<file path="src/rtl/parity_trap.sv">
module parity_trap #(
  parameter int BYTES = 4,
  localparam int DW = BYTES * 8
) (
  input  logic             clk,
  input  logic             rst_n,
  input  logic             par_fitted,
  input  logic [3:0]       rd_strobe,
  input  logic [DW-1:0]    rd_data,
  input  logic [BYTES-1:0] rd_par,
  input  logic [BYTES-1:0] byte_en,
  input  logic             stat_rd,
  output logic             irq7,
  output logic             berr,
  output logic [7:0]       status
);
  logic [BYTES-1:0] lane_bad;
  logic [3:0]       flags, hit;
  logic             any_bad;

  for (genvar b = 0; b < BYTES; b++) begin : g_lane
    assign lane_bad[b] = byte_en[b] & ~(^{rd_data[b*8 +: 8], rd_par[b]});
  end

  assign any_bad = par_fitted & (|lane_bad);
  assign hit     = rd_strobe & {4{any_bad}};

  always_ff @(posedge clk) begin
    if (!rst_n) begin
      flags <= '0;
      berr  <= 1'b0;
    end else begin
      flags <= (stat_rd ? 4'b0 : flags) | hit;
      berr  <= |hit[1:0];
    end
  end

  assign irq7   = |flags[3:2];
  assign status = {3'b000, par_fitted, flags};
endmodule

</file>
<file path="config.mk">
export PLATFORM = sky130hd
export DESIGN_NAME = parity_trap
export DESIGN_NICKNAME = d
export VERILOG_FILES = /design/src/rtl/parity_trap.sv
export SDC_FILE = /design/constraint.sdc
export NUM_CORES = 1
export LEC_CHECK = 0
export ABC_AREA = 1
export BUFFER_PORTS_ARGS = -buffer_cell sky130_fd_sc_hd__buf_4
export CORE_ASPECT_RATIO = 0.5
export CORE_MARGIN = 2
export CORE_UTILIZATION = 25
export CTS_BUF_LIST = sky130_fd_sc_hd__clkbuf_8
export DETAILED_ROUTE_END_ITERATION = 16
export HOLD_SLACK_MARGIN = 0.05
export PLACE_DENSITY = 0.6
export SYNTH_ARGS = -nofsm -noshare
export SYNTH_HDL_FRONTEND = slang
export SYNTH_SLANG_ARGS = --single-unit
</file>
<file path="constraint.sdc">
create_clock -name clk -period 1.85 [get_ports clk]
set_clock_uncertainty 0.1 [all_clocks]
set_input_delay 0.0925 -clock clk [delete_from_list [all_inputs] [get_ports clk]]
set_output_delay 0.0925 -clock clk [all_outputs]
set_load 0.1 [all_outputs]
</file>
### Word-level counts from Yosys, hierarchy flattened

Cells that the tools add are included.
Widths: inputs -> output; s select.

* mux-type cells: 1
* bitwise logic cells: 11
* reductions and logical operators: 7

Operators by type and width (number)
* $reduce_xor 9->1: 4
* $and 1x1->1: 5
* $and 4x4->4: 1
* $mux 4: 1
* $not 1->1: 4
* $or 4x4->4: 1
* $reduce_or 2->1: 2
* $reduce_or 4->1: 1

* flip-flop bits (word level): 5
* bits of input ports: 48
* output and inout port bits: 10
* logic and storage cells: 21

### Longest topological paths before layout

* word-level depth: 7
* mapped depth: 15
* mapped depth without buffers: 15

### Worst setup path after synthesis

Ideal clock, no wire load.

* path kind: reg-to-output
* start point: register flags[2]
* end point: output irq7
* data arrival time: 1.521 ns
* data required time: 1.657 ns
* slack: 0.137 ns
* stages on the path, launching flop included: 2
* path buffers: 0
* path through: dfxtp_1 or2_2

* word-level cells in the longest chain between the ends: 1

RTL lines
* start: declaration: RTL line 18 `logic [3:0] flags, hit;`
* start signal: assignment: RTL line 33 `flags <= (stat_rd ? 4'b0 : flags) | hit;`
* $reduce_or 2->1: RTL line 38 `assign irq7 = |flags[3:2];`
* end: declaration: RTL line 13 `output logic irq7,`

Every way passes these cells.

### Final worst setup path

Ends and elaborated chain as after synthesis.

==> flow_summary.ini <==
[clock_network]
clk_latency_ns = 0.22
cts_tree = done
cts_buffers = 3
cts_resized = 0
cts_root_buf = clkbuf_8
h-tree-depth = 1
cts_setup_buffers = 0
clock_path_buffers = 2
clkSinkCount = 5
cts.clk_slew.worst_paths_ns = 0.03

[yosys]
synth_warnings = 0
synth_flop_cell = dfxtp_1
synthDistinctLibCells = 18
synth_seq_cells = 5
synth.avg_cell_area_um2 = 5.00
synth_cells = 165
yosysSeqAreaShare_pct = 12.1
async_flop_share_pct = 0
syn_area_um2 = 825
synth-edff-count = 0

[run]
drv_cap = 0

[grt]
grt_max_degree = 7
grt_pass1_vias = 809
antenna_found_initial = 0
grt_pass1_wl_um = 3160
overflow = 0
grt_usage_pct = 10.0

[floorplan]
rows = 14
die_h_um = 44.6
die_w_um = 85.2
num_io_pins = 58
core_um2 = 3070
die_area_um2 = 3800
initial_core_util_pct = 26.9

[layout]
final_common_cell = nand2_1
n_antenna_cell = 0
final_cell_mix = nand2_1, buf_4, inv_1
nNetsFinal = 271
fin_util_pct = 42.8
fin_area_um2 = 1310
final_layout_size_suffix_gt1_share_pct = 29.7
area_growth_pct = 59.2
fill_cells = 345

[timing]
rsz0062_at_grt = false
slew_viol_final = 0
clock.fmax_mhz = 805
whs_ns = 0.0557
setup_violations = 0
layout_setup_ws_ns = 0.607
tns_ns = 0
hold_violations = 0
min_period_ns = 1.24
timing.final.crit_share_pct = 67.2

[critical_path]
path_class = reg -> out
critPathCaptureType = output port
rrSetupSlack_ns = 1.16
timing.rr.start = flags[3]
reg2reg_to = flags[3]
critical_path_required_ns = 1.66
rr_worst_depth = 2
arrival_ns = 1.05
worst-path-max-fanout = 3
cp-start-kind = register

[placement]
gp_congestion = 0.674
io_buffers = 54
dp_slack_ns = 0.552
dpl-instance-area_um2 = 1260
hpwlAfterDp_um = 1700

[power_and_ir_drop]
cellPowerDensity_nw_per_um2 = 544
leakagePower_nw = 0.842
ir_worst_vdd_mv = 0.304

[routing]
vias = 1033
postRouteAntennaNets = 0
routed_wl_um = 1840
drt_iter0_drc = 10
wire_per_inst_um = 7.02
drc = 0
dr.pass1.iters = 2
viasPerCell = 3.94

[run_status]
status = complete, no violations

[worst_hold_path]
hold_depth = 3
hold_class = in -> reg
min_from = rst_n
min_to = berr
[where the power goes]
| group | internal (mW) | switching [mW] |
|---|---|---|
| Sequential | 0.117 | 0.00466 |
| Clock | 0.142 | 0.0494 |
| Combinational | 0.155 | 0.247 |
[cells in the mapped netlist (2+ instances only)]
cell,instances,area share [%]
dfxtp_1,5,12
nand2_1,84,38
inv_2,4,1.8
inv_1,28,13
xor2_1,4,4.2
buf_4,4,3.6
xnor2_1,6,6.4
nor2_1,2,0.91
a21oi_1,4,2.4
nand3b_1,3,2.7
nand3_1,14,8.5
[logic make-up (layout without fill, tap and decap cells)]
kind of cell / Yosys count / in the layout / share of synthesized area, %
buffers and inverters: 36 / 91 / 18.2
other: 1 / 3 / 0.455
flip-flops: 5 / 5 / 12.1
AND/OR/NAND/NOR: 108 / 108 / 55.2
XOR/XNOR: 10 / 10 / 10.6
AO/OA/AOI/OAI: 5 / 5 / 3.34
[sequential cells by signal, summed over array words and instances, names as in the netlist]
name / cells
berr: 1
flags: 4
[critical path, stage by stage (launching register included)]
cell and delay, ns:
dfxtp_1 0.31, or2_2 0.29, buf_4 0.23
[per-stage QoR]
stage | std cells | total power, mW
2_1_floorplan | 167 | 0.402
5_1_grt | 262 | 0.776
3_3_place_gp | 257 | 0.519
4_1_cts | 262 | 0.724
3_5_place_dp | 257 | 0.526
6_report | 262 | 0.714
[layout make-up]
type	instances	area (um2)	share of cell area [%]
Tap cell	40	50.0	3.81
Multi-Input combinational cell	126	582	44.3
Clock inverter	1	3.75	0.286
Clock buffer	3	41.3	3.15
Timing Repair Buffer	55	415	31.6
Sequential cell	5	100	7.63
Inverter	32	120	9.15
[timing repair]
item	CTS	global route
hold buffers	1	0
endpoints found under the hold margin	1	0
setup endpoints to repair	0	0
[metal layers]
layer,vias up,wire length (um),GRT usage (%)
met5,-,0,0
met3,0,76,1.12
li1,594,-,-
met2,19,965,17.5
met4,0,0,3.81
met1,420,796,13.0
[worst max-delay path by stage]
stage,endpoint,slack [ns],from,depth (start not counted)
final,irq7,0.61,flags[2],2
after floorplan,irq7,0.14,flags[2],1
after CTS,irq7,0.60,flags[2],2
after global routing,irq7,0.57,flags[2],2
after detailed placement,flags[0],0.55,rd_par[1],16
after global placement,flags[0],0.57,rd_data[6],12
Power figures use the tool's default switching activity.
